==> src/rtl/ovl_pkg.sv <==
package ovl_pkg;
  typedef enum logic [1:0] {
    RA_BASE   = 2'd0,
    RA_OFFSET = 2'd1,
    RA_PITCH  = 2'd2,
    RA_MODE   = 2'd3
  } reg_sel_e;

  localparam int MODE_TILED_BIT = 0;
  localparam int MODE_PIX4_BIT  = 1;
  localparam int MODE_ARMED_BIT = 2;
endpackage

==> src/rtl/ovl_regfile.sv <==
module ovl_regfile #(
  parameter int DATA_W    = 32,
  parameter int PITCH_LSB = 6
) (
  input  logic              clk,
  input  logic              rst,
  input  logic              wr,
  input  logic [1:0]        addr,
  input  logic [DATA_W-1:0] wdata,
  input  logic              armed,
  output logic [DATA_W-1:0] pend_base,
  output logic [DATA_W-1:0] offset,
  output logic [DATA_W-1:0] pend_pitch,
  output logic              tiled,
  output logic              pix4,
  output logic              base_wr,
  output logic [DATA_W-1:0] rdata
);
  import ovl_pkg::*;

  localparam logic [DATA_W-1:0] PITCH_MASK = ~((DATA_W'(1) << PITCH_LSB) - DATA_W'(1));

  reg_sel_e sel;
  assign sel     = reg_sel_e'(addr);
  assign base_wr = wr && (sel == RA_BASE);

  always_ff @(posedge clk) begin
    if (rst) begin
      pend_base  <= '0;
      offset     <= '0;
      pend_pitch <= '0;
      tiled      <= 1'b0;
      pix4       <= 1'b0;
    end else if (wr) begin
      case (sel)
        RA_BASE:   pend_base  <= wdata;
        RA_OFFSET: offset     <= wdata;
        RA_PITCH:  pend_pitch <= wdata & PITCH_MASK;
        RA_MODE: begin
          tiled <= wdata[MODE_TILED_BIT];
          pix4  <= wdata[MODE_PIX4_BIT];
        end
        default: ;
      endcase
    end
  end

  logic [DATA_W-1:0] rd_mux;
  always_comb begin
    rd_mux = '0;
    case (sel)
      RA_BASE:   rd_mux = pend_base;
      RA_OFFSET: rd_mux = offset;
      RA_PITCH:  rd_mux = pend_pitch;
      RA_MODE: begin
        rd_mux[MODE_TILED_BIT] = tiled;
        rd_mux[MODE_PIX4_BIT]  = pix4;
        rd_mux[MODE_ARMED_BIT] = armed;
      end
      default: rd_mux = '0;
    endcase
  end

  always_ff @(posedge clk) begin
    if (rst) rdata <= '0;
    else     rdata <= rd_mux;
  end
endmodule

==> src/rtl/ovl_shadow.sv <==
module ovl_shadow #(
  parameter int DATA_W    = 32,
  parameter int TILED_CAP = 16384,
  parameter bit CLAMP_EN  = 1'b1
) (
  input  logic              clk,
  input  logic              rst,
  input  logic              base_wr,
  input  logic              vblank,
  input  logic [DATA_W-1:0] pend_base,
  input  logic [DATA_W-1:0] pend_pitch,
  input  logic              tiled,
  output logic [DATA_W-1:0] act_base,
  output logic [DATA_W-1:0] act_pitch,
  output logic              armed
);
  localparam logic [DATA_W-1:0] CAP_V = DATA_W'(TILED_CAP);

  logic [DATA_W-1:0] pitch_eff;

  generate
    if (CLAMP_EN) begin : g_clamp
      always_comb
        pitch_eff = (tiled && (pend_pitch > CAP_V)) ? CAP_V : pend_pitch;
    end else begin : g_pass
      always_comb pitch_eff = pend_pitch;
    end
  endgenerate

  logic load;
  assign load = armed && vblank;

  always_ff @(posedge clk) begin
    if (rst) begin
      act_base  <= '0;
      act_pitch <= '0;
      armed     <= 1'b0;
    end else begin
      if (load) begin
        act_base  <= pend_base;
        act_pitch <= pitch_eff;
      end
      if (base_wr)   armed <= 1'b1;
      else if (load) armed <= 1'b0;
    end
  end
endmodule

==> src/rtl/ovl_addr_check.sv <==
module ovl_addr_check #(
  parameter int DATA_W    = 32,
  parameter int TILE_LSB  = 8,
  parameter int TILED_CAP = 16384
) (
  input  logic              clk,
  input  logic              rst,
  input  logic [DATA_W-1:0] act_base,
  input  logic [DATA_W-1:0] offset,
  input  logic [DATA_W-1:0] pend_pitch,
  input  logic              tiled,
  input  logic              pix4,
  output logic [DATA_W-1:0] fetch_addr,
  output logic              cfg_err
);
  localparam logic [DATA_W-1:0] CAP_V = DATA_W'(TILED_CAP);

  logic tile_mis, tile_big, off_mis;

  always_comb begin
    tile_mis = tiled && (pend_pitch[TILE_LSB-1:0] != '0);
    tile_big = tiled && (pend_pitch > CAP_V);
    off_mis  = pix4 ? (offset[1:0] != 2'b00) : offset[0];
  end

  always_ff @(posedge clk) begin
    if (rst) begin
      fetch_addr <= '0;
      cfg_err    <= 1'b0;
    end else begin
      fetch_addr <= act_base + offset;
      cfg_err    <= tile_mis || tile_big || off_mis;
    end
  end
endmodule

==> src/rtl/ovl_plane_regs.sv <==
module ovl_plane_regs #(
  parameter int DATA_W    = 32,
  parameter int PITCH_LSB = 6,
  parameter int TILE_LSB  = 8,
  parameter int TILED_CAP = 16384
) (
  input  logic              clk,
  input  logic              rst,
  input  logic              reg_wr,
  input  logic [1:0]        reg_addr,
  input  logic [DATA_W-1:0] reg_wdata,
  output logic [DATA_W-1:0] reg_rdata,
  input  logic              vblank,
  output logic [DATA_W-1:0] fetch_addr,
  output logic [DATA_W-1:0] act_stride,
  output logic              upd_armed,
  output logic              cfg_err
);
  logic [DATA_W-1:0] pend_base, offset, pend_pitch, act_base;
  logic              tiled, pix4, base_wr;

  ovl_regfile #(.DATA_W(DATA_W), .PITCH_LSB(PITCH_LSB)) u_rf (
    .clk(clk), .rst(rst), .wr(reg_wr), .addr(reg_addr), .wdata(reg_wdata),
    .armed(upd_armed), .pend_base(pend_base), .offset(offset),
    .pend_pitch(pend_pitch), .tiled(tiled), .pix4(pix4),
    .base_wr(base_wr), .rdata(reg_rdata)
  );

  ovl_shadow #(.DATA_W(DATA_W), .TILED_CAP(TILED_CAP), .CLAMP_EN(1'b1)) u_sh (
    .clk(clk), .rst(rst), .base_wr(base_wr), .vblank(vblank),
    .pend_base(pend_base), .pend_pitch(pend_pitch), .tiled(tiled),
    .act_base(act_base), .act_pitch(act_stride), .armed(upd_armed)
  );

  ovl_addr_check #(.DATA_W(DATA_W), .TILE_LSB(TILE_LSB), .TILED_CAP(TILED_CAP)) u_ac (
    .clk(clk), .rst(rst), .act_base(act_base), .offset(offset),
    .pend_pitch(pend_pitch), .tiled(tiled), .pix4(pix4),
    .fetch_addr(fetch_addr), .cfg_err(cfg_err)
  );
endmodule

==> config.mk <==
export PLATFORM = sky130hd
export DESIGN_NAME = ovl_plane_regs
export DESIGN_NICKNAME = d
export VERILOG_FILES = /design/src/rtl/ovl_pkg.sv /design/src/rtl/ovl_regfile.sv /design/src/rtl/ovl_shadow.sv /design/src/rtl/ovl_addr_check.sv /design/src/rtl/ovl_plane_regs.sv
export SDC_FILE = /design/constraint.sdc
export NUM_CORES = 1
export LEC_CHECK = 0
export BUFFER_PORTS_ARGS = -buffer_cell sky130_fd_sc_hd__buf_2
export CORE_ASPECT_RATIO = 0.8
export CORE_MARGIN = 4
export CORE_UTILIZATION = 62
export DETAILED_ROUTE_END_ITERATION = 8
export PLACE_DENSITY = 0.85
export SYNTH_ARGS = -nofsm -noshare
export SYNTH_HDL_FRONTEND = slang
export SYNTH_SLANG_ARGS = --single-unit
export TNS_END_PERCENT = 20
==> constraint.sdc <==
create_clock -name clk -period 4.3 [get_ports clk]
set_input_delay 1.29 -clock clk [delete_from_list [all_inputs] [get_ports clk]]
set_output_delay 1.29 -clock clk [all_outputs]
set_load 0.01 [all_outputs]
# --- Word level (Yosys, flattened, before mapping) ---
# Index checks and enable logic that the tools add are counted.
op_classes:
  addsub: 1
  magnitude_cmp: 1
  eq_ne: 3
  mux: 6
  n_reduce_logical: 14
op_table:
  columns: ["op", "n"]
  rows:
  - ["$pmux W29 S3", 1]
  - ["$add A32 B32 Y32", 1]
  - ["$gt A32 B15 Y1 const B", 1]
  - ["$mux W32", 1]
  - ["$pmux W3 S4", 1]
  - ["$reduce_and A2 Y1", 4]
  - ["$reduce_bool A8 Y1", 1]
  - ["$eq A2 B2 Y1 const B", 2]
  - ["$logic_and A1 B1 Y1", 4]
  - ["$reduce_bool A2 Y1", 2]
  - ["$mux W1", 3]
  - ["$eq A2 B1 Y1 const B", 1]
  - ["$logic_not A2 Y1", 1]
  - ["$logic_or A1 B1 Y1", 2]
totals:
  register_bits: 222
  input_bits: 38
  output_inout_bits: 98
  elab_cells: 36

# --- Longest topological paths before layout ---
# Gate-level depths: netlist of run 1.
logic_depth:
  word_depth: 4
  mapped_depth: 8
  mapped_depth_nobuf: 8

# --- Modules after synthesis ---
# From an unflattened synthesis of run 1, not the netlist that was laid out.
unflattened:
  hier_cells: 1171
  hier_area_um2: 10764.1
by_module_without_submodules:
  columns: ["mod", "n_inst", "cells_each", "area_per_inst_um2", "seq_area_each_um2"]
  rows:
  - ["ovl_regfile", 1, 458, 5028.6, 2482.4]
  - ["ovl_addr_check", 1, 380, 2887.8, 660.6]
  - ["ovl_shadow", 1, 333, 2847.7, 1301.2]

# --- Least setup slack after synthesis of run 1 ---
# No wires, ideal clock.
synth_path:
  kind: "reg2reg"
  from: "register u_rf.offset[0]"
  to: "register u_ac.fetch_addr[28]"
  setup_ps: 123
  t_arrival_ps: 2356
  required_ps: 4177
  setup_slack_ps: 1821
  path_stages_with_launch: 9
  n_path_buf: 0
  period_less_slack_ps: 2479
  path_cell_list: "dfxtp_1 -> ha_1 -> fa_1 -> a211oi_2 -> o21ai_1 -> a21oi_2 -> a211oi_2 -> a211oi_2 -> mux2_1"
synth_between:
  elab_chain_len: 1
synth_lines:
  columns: ["item", "line_no", "text"]
  rows:
  - ["from (decl)", "ovl_regfile.sv:12", "output logic [DATA_W-1:0] offset,"]
  - ["from (signal assigned)", "ovl_regfile.sv:37", "RA_OFFSET: offset <= wdata;"]
  - ["$add A32 B32 Y32", "ovl_addr_check.sv:31", "fetch_addr <= act_base + offset;"]
  - ["to (signal assigned)", "ovl_addr_check.sv:31", null]
  - ["to (decl)", "ovl_addr_check.sv:13", "output logic [DATA_W-1:0] fetch_addr,"]
# Every way passes these cells.
# A chain may end at the register's enable or synchronous reset.

# --- Worst setup path in the final report of run 1 ---
layout_path:
  from: "input port reg_addr[1]"
  to: "register u_rf.pend_pitch[30]"
layout_between:
  elab_chain_len: 2
layout_lines:
  columns: ["item", "line_no", "text"]
  rows:
  - ["from (decl)", "ovl_plane_regs.sv:10", "input logic [1:0] reg_addr,"]
  - ["$eq A2 B2 Y1", "ovl_regfile.sv:35", "case (sel)"]
  - ["$reduce_and A2 Y1 (no source line)", null, null]
  - ["to (signal assigned)", "ovl_regfile.sv:38", "RA_PITCH: pend_pitch <= wdata & PITCH_MASK;"]
  - ["to (decl)", "ovl_regfile.sv:13", "output logic [DATA_W-1:0] pend_pitch,"]
# Every way passes these cells.

==> results by group, run 1 <==
Cells and area
  – Nets@finish: 1342
  – Post-route cell area: 0.01099 mm²
  – Share of layout cells above drive strength 1: 15.58%
  – Area added between synthesis and finish: 14.17%
  – Antenna Cells: 0
  – Finished Core Util: 72.70%
  – Final Non-Filler Cells: 1494

Die
  – Top Ports: 136
  – Die ar.: 0.01759 mm²
  – Initial Utilization: 63.68%
  – Num rows: 40
  – Die Width: 147.3 µm
  – Core region area: 0.01511 mm²
  – Die Y: 119.4 µm

STA
  – Worst Skew: 8.056 ps
  – Worst-Margin Slew: 949.8 ps
  – Setup violations, final: 0
  – Final setup margin: 1271 ps
  – Max frequency: 330.2 MHz
  – WHS: 459.1 ps
  – Min cycle time layout: 3029 ps
  – Setup TNS: 0 ps
  – Final Cycle Share: 70.43%
  – Final hold vios: 0
  – Slew HR: 36.68%
  – RSZ-0062 raised after global routing: false
  – Slew Limit Fails: 0

Power
  – Maximum VDD drop: 0.0003301 V
  – LEAKAGE: 4.518 nW
  – Pwr dens: 385.5 mW/mm²
  – Tot Pwr: 4.236 mW

Placed design
  – IO Port Bufs: 129
  – Pre-CTS setup slack: 840.2 ps
  – Area of placed instances: 0.01028 mm²
  – Post-DP HPWL: 17050 µm
  – Placed cell count: 1459
  – Gpl congestion: 0.9709

Synthesis
  – Post-synthesis sequential area ratio: 44.93%
  – Yosys warns: 0
  – Number of synthesized flops with an enable pin: 0
  – Mapped Area: 0.009624 mm²
  – Syn Inst Count: 1189
  – Avg Cell Area, Syn: 8.094 µm²
  – Dominant cell type by area after synthesis: dfxtp_1
  – Unique masters post-synth: 63
  – #FFs+latches synth: 216
  – Area contributors post-synth: dfxtp_1 (45%), nand2_1 (10%), a21oi_1 (9.7%)
  – Dominant cell by count in the synthesized netlist: nand2_1
  – Commonest cells post-synth: nand2_1 (268), dfxtp_1 (216), a21oi_1 (186)
  – Ys flop type: dfxtp_1
  – Async set or reset register ratio after synthesis: 0%
  – Yosys top cell area share: 44.93%

CTS
  – Clock root buffer: clkbuf_16
  – Worst skew pair latency: 490 ps
  – CTS tree: done
  – Worst-path clk slew: 60 ps
  – TritonCTS Buffers: 21
  – Setup Fix Bufs, Post-CTS: 0
  – Clk sinks: 216
  – Hold buffers post-CTS: 0
  – Htree depth: 1
  – Max clock buf depth: 3
  – CTS resizes: 0

Min path
  – Hold depth: 2
  – Class of the tightest hold or removal check: reg -> reg

Run
  – # Max-Cap Violations: 0

Detailed routing
  – Average routed wire per standard cell: 16.83 µm
  – DRT iter0 DRCs: 671
  – WL final: 25150 µm
  – Vias per cell: 5.944
  – Routed vias: 8880
  – Drt pass-1 iters: 6
  – Antenna-violating nets left: 0
  – Drc violations: 0

Critical path
  – CP Class: in -> reg
  – Critical path fanouts, max: 41
  – Slowest CP cell: and2_1
  – Worst reg2reg path depth: 8
  – Crit path cell chain: buf_2 > nor2b_2 > and2_1 > nand2_1 > a21oi_1
  – Worst setup SP type: input pin
  – Crit path largest cell delay: 810 ps
  – CP arrival: 3440 ps
  – Setup crit end kind: flop
  – CP required: 4710 ps

Global routing
  – GR Overflow Total: 0
  – Most Crowded Layer GR: met2
  – Gr usage total: 27.87%
  – Met3 Use GR: 4.222%
  – Largest net degree at the start of global routing: 126
  – Number of antenna violations at the first check in global routing: 0
  – Global-route met1 utilization: 36.03%
  – First-pass GRT wire length: 40720 µm
  – Grt met2 use: 47.41%
  – Vias in the first global route: 8296

Outcome
  – Status: finished clean
-- logic make-up after synthesis --
logic type / after synthesis / synth area share [%]
compound gates: 306 / 19.55
xor+xnor: 10 / 0.9101
fa+ha+maj: 32 / 4.238
buf+inv: 94 / 4.199
flops: 216 / 44.93
mux: 39 / 4.160
other cells: 1 / 0.03896
simple gates: 491 / 21.97
-- report_power, final --
part | leakage, nW | switching (mW) | total [mW] | internal (mW)
Clock | 0.355 | 0.743 | 1.90 | 1.16
Combinational | 2.41 | 0.176 | 0.260 | 0.0842
Sequential | 1.75 | 0.0335 | 2.08 | 2.04
-- cell type report --
cell class                 count  area [µm²]
inverter                      10       37.54
fill                        1188        4126
multi-input combinational    884        4925
clock inverter                 7       110.1
timing repair buffer         139       726.9
tap                          210       262.8
sequential                   216        4324
clock buffer                  28       601.8
-- state kept, by name, summed over array words and instances, names as in the netlist --
register	flops
u_sh.act_base	32
u_ac.fetch_addr	32
u_rf.pend_pitch	26
u_sh.act_pitch	26
u_rf.rdata	32
u_rf.tiled	1
u_sh.armed	1
u_rf.pend_base	32
u_rf.offset	32
u_ac.cfg_err	1
u_rf.pix4	1
-- layer usage --
layer / share of wire [%] / routed length [µm] / up-vias
met4: 3.4 / 844 / 0
met2: 48 / 12070 / 411
met1: 41 / 10240 / 4157
met5: 0 / 0 / -
met3: 7.9 / 1996 / 74
li1: - / - / 4238
-- placed cells by master (no fill, tap or decap), types with 4 or more instances in the layout --
cell type and n:
o211ai_1 4, nor3_1 26, a211oi_2 5, nor2_1 117, a21oi_1 186, clkbuf_8 5
clkbuf_16 21, nor2b_1 10, a31oi_1 5, a22oi_1 22, xnor2_1 8, nand2b_1 4
o21ai_0 16, o21a_1 9, or3_1 4, nand2_1 267, conb_1 6, nand4_1 9
nand3_1 12, buf_2 128, ha_1 31, and2_1 7, clkinv_2 4, a21o_1 12
a211oi_1 10, o21bai_1 5, a21oi_2 5, nor4_1 11, nand3b_1 4, dfxtp_1 216
mux2i_1 34, buf_4 10, o31a_1 4, inv_1 10, o21ai_1 4
-- final timing paths --
path                    start                  end  slack (ps)
max               reg_addr[1]  u_rf.pend_pitch[30]        1270
min          u_sh.act_base[7]     u_sh.act_base[7]         460
max reg2reg    u_rf.offset[0]  u_ac.fetch_addr[28]        1330
min reg2reg  u_sh.act_base[7]     u_sh.act_base[7]         460
-- critical path, delay by kind of cell --
| kind | cells | cell delay, ps |
|---|---|---|
| compound gates | 1 | 180 |
| buf+inv | 1 | 550 |
| simple gates | 3 | 1410 |
No activity file was read; power rests on OpenSTA's default activity.
==> inputs of run 2 (changes only) <==
--- a/config.mk
+++ b/config.mk
@@ -8,9 +8,9 @@
 export BUFFER_PORTS_ARGS = -buffer_cell sky130_fd_sc_hd__buf_2
 export CORE_ASPECT_RATIO = 0.8
 export CORE_MARGIN = 4
-export CORE_UTILIZATION = 62
+export CORE_UTILIZATION = 57
 export DETAILED_ROUTE_END_ITERATION = 8
-export PLACE_DENSITY = 0.85
+export PLACE_DENSITY = 0.79
 export SYNTH_ARGS = -nofsm -noshare
 export SYNTH_HDL_FRONTEND = slang
 export SYNTH_SLANG_ARGS = --single-unit
==> constraint.sdc (replaced) <==
create_clock -name clk -period 3.2 [get_ports clk]
set_input_delay 0.96 -clock clk [delete_from_list [all_inputs] [get_ports clk]]
set_output_delay 0.96 -clock clk [all_outputs]
set_load 0.01 [all_outputs]
==> run 2 against run 1 <==
Against the previous run:
- via count down 1.6%
- design area up 1.4%
- first-iteration DRC count up 14%
- hold slack better by 2.0 ps
- critical endpoint is now u_ac.fetch_addr[28]
- power up 40%
- routed wire length down 0.21%
- utilization down 5.4 points
- clock skew up 0.79 ps
- critical path type is now reg -> reg
- count of clock-buffer cells in the layout up 7
- global-route usage down 2.8 points
- non-clock buffer count up 5
- critical path depth up 3
==> results by group, run 2 (synthesis results as in run 1) <==
Outcome
  – Status: finished clean (unchanged)

STA
  – RSZ-0062 raised after global routing: false (unchanged)
  – Worst Skew: 8.846 ps (was 8.056 ps)
  – Slew HR: 44.22% (was 36.68%)
  – Setup violations, final: 0 (unchanged)
  – Final hold vios: 0 (unchanged)
  – Min cycle time layout: 2679 ps
  – WHS: 461.1 ps (was 459.1 ps)
  – Max frequency: 373.3 MHz
  – Final setup margin: 521.2 ps (was 1271 ps)
  – Setup TNS: 0 ps (unchanged)
  – Final Cycle Share: 83.71%
  – Worst-Margin Slew: 831.6 ps (was 949.8 ps)
  – Slew Limit Fails: 0 (unchanged)

Placed design
  – Pre-CTS setup slack: 525.3 ps (was 840.2 ps)
  – IO Port Bufs: 129 (unchanged)
  – Area of placed instances: 0.01035 mm² (was 0.01028 mm²)
  – Post-DP HPWL: 17310 µm (was 17050 µm)
  – Gpl congestion: 0.9116 (was 0.9709)

CTS
  – CTS resizes: 0 (unchanged)
  – Clk sinks: 216 (unchanged)
  – TritonCTS Buffers: 22 (was 21)
  – Setup Fix Bufs, Post-CTS: 0 (unchanged)
  – Clock root buffer: clkbuf_16 (unchanged)
  – Htree depth: 1 (unchanged)
  – Worst-path clk slew: 60 ps (about the same)
  – Max clock buf depth: 3 (unchanged)
  – Hold buffers post-CTS: 0 (unchanged)
  – CTS tree: done (unchanged)
  – Worst skew pair latency: 500 ps (was 490 ps)

Power
  – Psw: 1.327 mW (was 952.1 µW)
  – Sw Share: 22.44% (was 22.48%)
  – LEAKAGE: 4.584 nW (was 4.518 nW)
  – Logic gate share of total power: 6.0% (was 6.1%)
  – Pwr dens: 530.5 mW/mm² (was 385.5 mW/mm²)
  – P_int: 4.586 mW (was 3.284 mW)
  – Clk pwr share: 46.8% (was 44.8%)
  – Seq pwr share: 47.2% (was 49.0%)
  – Maximum VDD drop: 0.0003981 V (was 0.0003301 V)

Cells and area
  – Area added between synthesis and finish: 15.81% (was 14.17%)
  – Most frequent cells in the layout: nand2_1 (267), dfxtp_1 (216), a21oi_1 (186) (unchanged)
  – Nets@finish: 1348 (was 1342)
  – Share of layout cells above drive strength 1: 16.00% (was 15.58%)
  – Antenna Cells: 0 (unchanged)
  – Most common cell after layout, fill and taps aside: nand2_1 (unchanged)
  – Post-route cell area: 0.01115 mm² (was 0.01099 mm²)

Min path
  – Class of the tightest hold or removal check: reg -> reg (unchanged)

Critical path
  – CP Class: reg -> reg (was in -> reg)
  – CP arrival: 3070 ps (was 3440 ps)
  – Setup crit end kind: flop (unchanged)
  – CP required: 3590 ps (was 4710 ps)
  – Critical path fanouts, max: 6 (was 41)
  – Worst setup SP type: flop (was input pin)

Detailed routing
  – Met3 wire length: 1740 µm (was 1996 µm)
  – Metal-1 WL: 10750 µm (was 10240 µm)
  – Met2 WL: 12090 µm (was 12070 µm)
  – Drt pass-1 iters: 5 (was 6)
  – DRT iter0 DRCs: 767 (was 671)
  – Antenna-violating nets left: 0 (unchanged)
  – Average routed wire per standard cell: 16.58 µm (was 16.83 µm)
  – WL final: 25100 µm (was 25150 µm)
  – Top layer in use: met4 (unchanged)
  – Drc violations: 0 (unchanged)
  – Vias per cell: 5.773 (was 5.944)
  – Routed vias: 8741 (was 8880)

Die
  – Die Y: 124.2 µm (was 119.4 µm)
  – Num rows: 42 (was 40)
  – Initial Utilization: 58.14% (was 63.68%)
  – Top Ports: 136 (unchanged)
  – Die ar.: 0.01904 mm² (was 0.01759 mm²)
  – Die Width: 153.3 µm (was 147.3 µm)
  – Core region area: 0.01655 mm² (was 0.01511 mm²)

Global routing
  – GR Overflow Total: 0 (unchanged)
  – Gr usage total: 25.09% (was 27.87%)
  – Vias in the first global route: 8112 (was 8296)
  – First-pass GRT wire length: 40470 µm (was 40720 µm)
  – Largest net degree at the start of global routing: 125 (was 126)
  – Number of antenna violations at the first check in global routing: 0 (unchanged)

Run
  – # Max-Cap Violations: 0 (unchanged)
run 2: cell types whose count changed in the layout (fill, tap and decap cells not counted):
cell       change
buf_4          +3
clkbuf_1       +3
clkinv_2       -3
buf_12         +2
clkbuf_16      +2
clkbuf_8       +2
inv_6          +1
run 2: power by group through the flow:
| stage | Sequential (mW) | Clock, mW | Combinational, mW |
|---|---|---|---|
| floorplan | 2.85 | 0 | 0.227 |
| global placement | 2.85 | 0 | 0.347 |
| detailed placement | 2.85 | 0 | 0.351 |
| CTS | 2.79 | 2.81 | 0.354 |
| global route | 2.79 | 2.92 | 0.389 |
| finish | 2.79 | 2.77 | 0.357 |
run 2: metrics by stage:
stage | total power [mW] | cells | utilization, %
CTS | 5.950 | 1514 | 67.33
global route | 6.106 | 1514 | 67.33
detailed placement | 3.199 | 1474 | 62.53
floorplan | 3.072 | 1194 | -
finish | 5.913 | 1514 | 67.33
global placement | 3.194 | 1474 | 62.53
run 2: cell type report:
| type | instances | area [µm²] |
|---|---|---|
| Clock buffer | 35 | 690.7 |
| Clock inverter | 5 | 103.9 |
| Fill cell | 1388 | 5408 |
| Inverter | 10 | 37.54 |
| Multi-Input combinational cell | 884 | 4925 |
| Sequential cell | 216 | 4324 |
| Tap cell | 220 | 275.3 |
| Timing Repair Buffer | 144 | 789.5 |
run 2: path summary, 6_finish.rpt:
check,start,to,slack [ps],depth (start not counted)
min,u_sh.act_base[15],u_sh.act_base[15],460,2
max reg2reg,u_rf.offset[0],u_ac.fetch_addr[28],520,8
min reg2reg,u_sh.act_base[15],u_sh.act_base[15],460,2
max,u_rf.offset[0],u_ac.fetch_addr[28],520,8
run 2: worst max-delay path: stages (launching register included):
cell and delay, ps:
dfxtp_1 330, ha_1 260, fa_1 450, a211oi_2 300, o21ai_1 140, a21oi_2 370, a211oi_2 160, a211oi_2 240
mux2_1 330
run 2: routing by layer:
layer  vias up  track usage, %
met1      4136           33.91
met4         0           6.181
met3        39           3.584
met2       311           42.52
li1       4255               -
met5         -               0
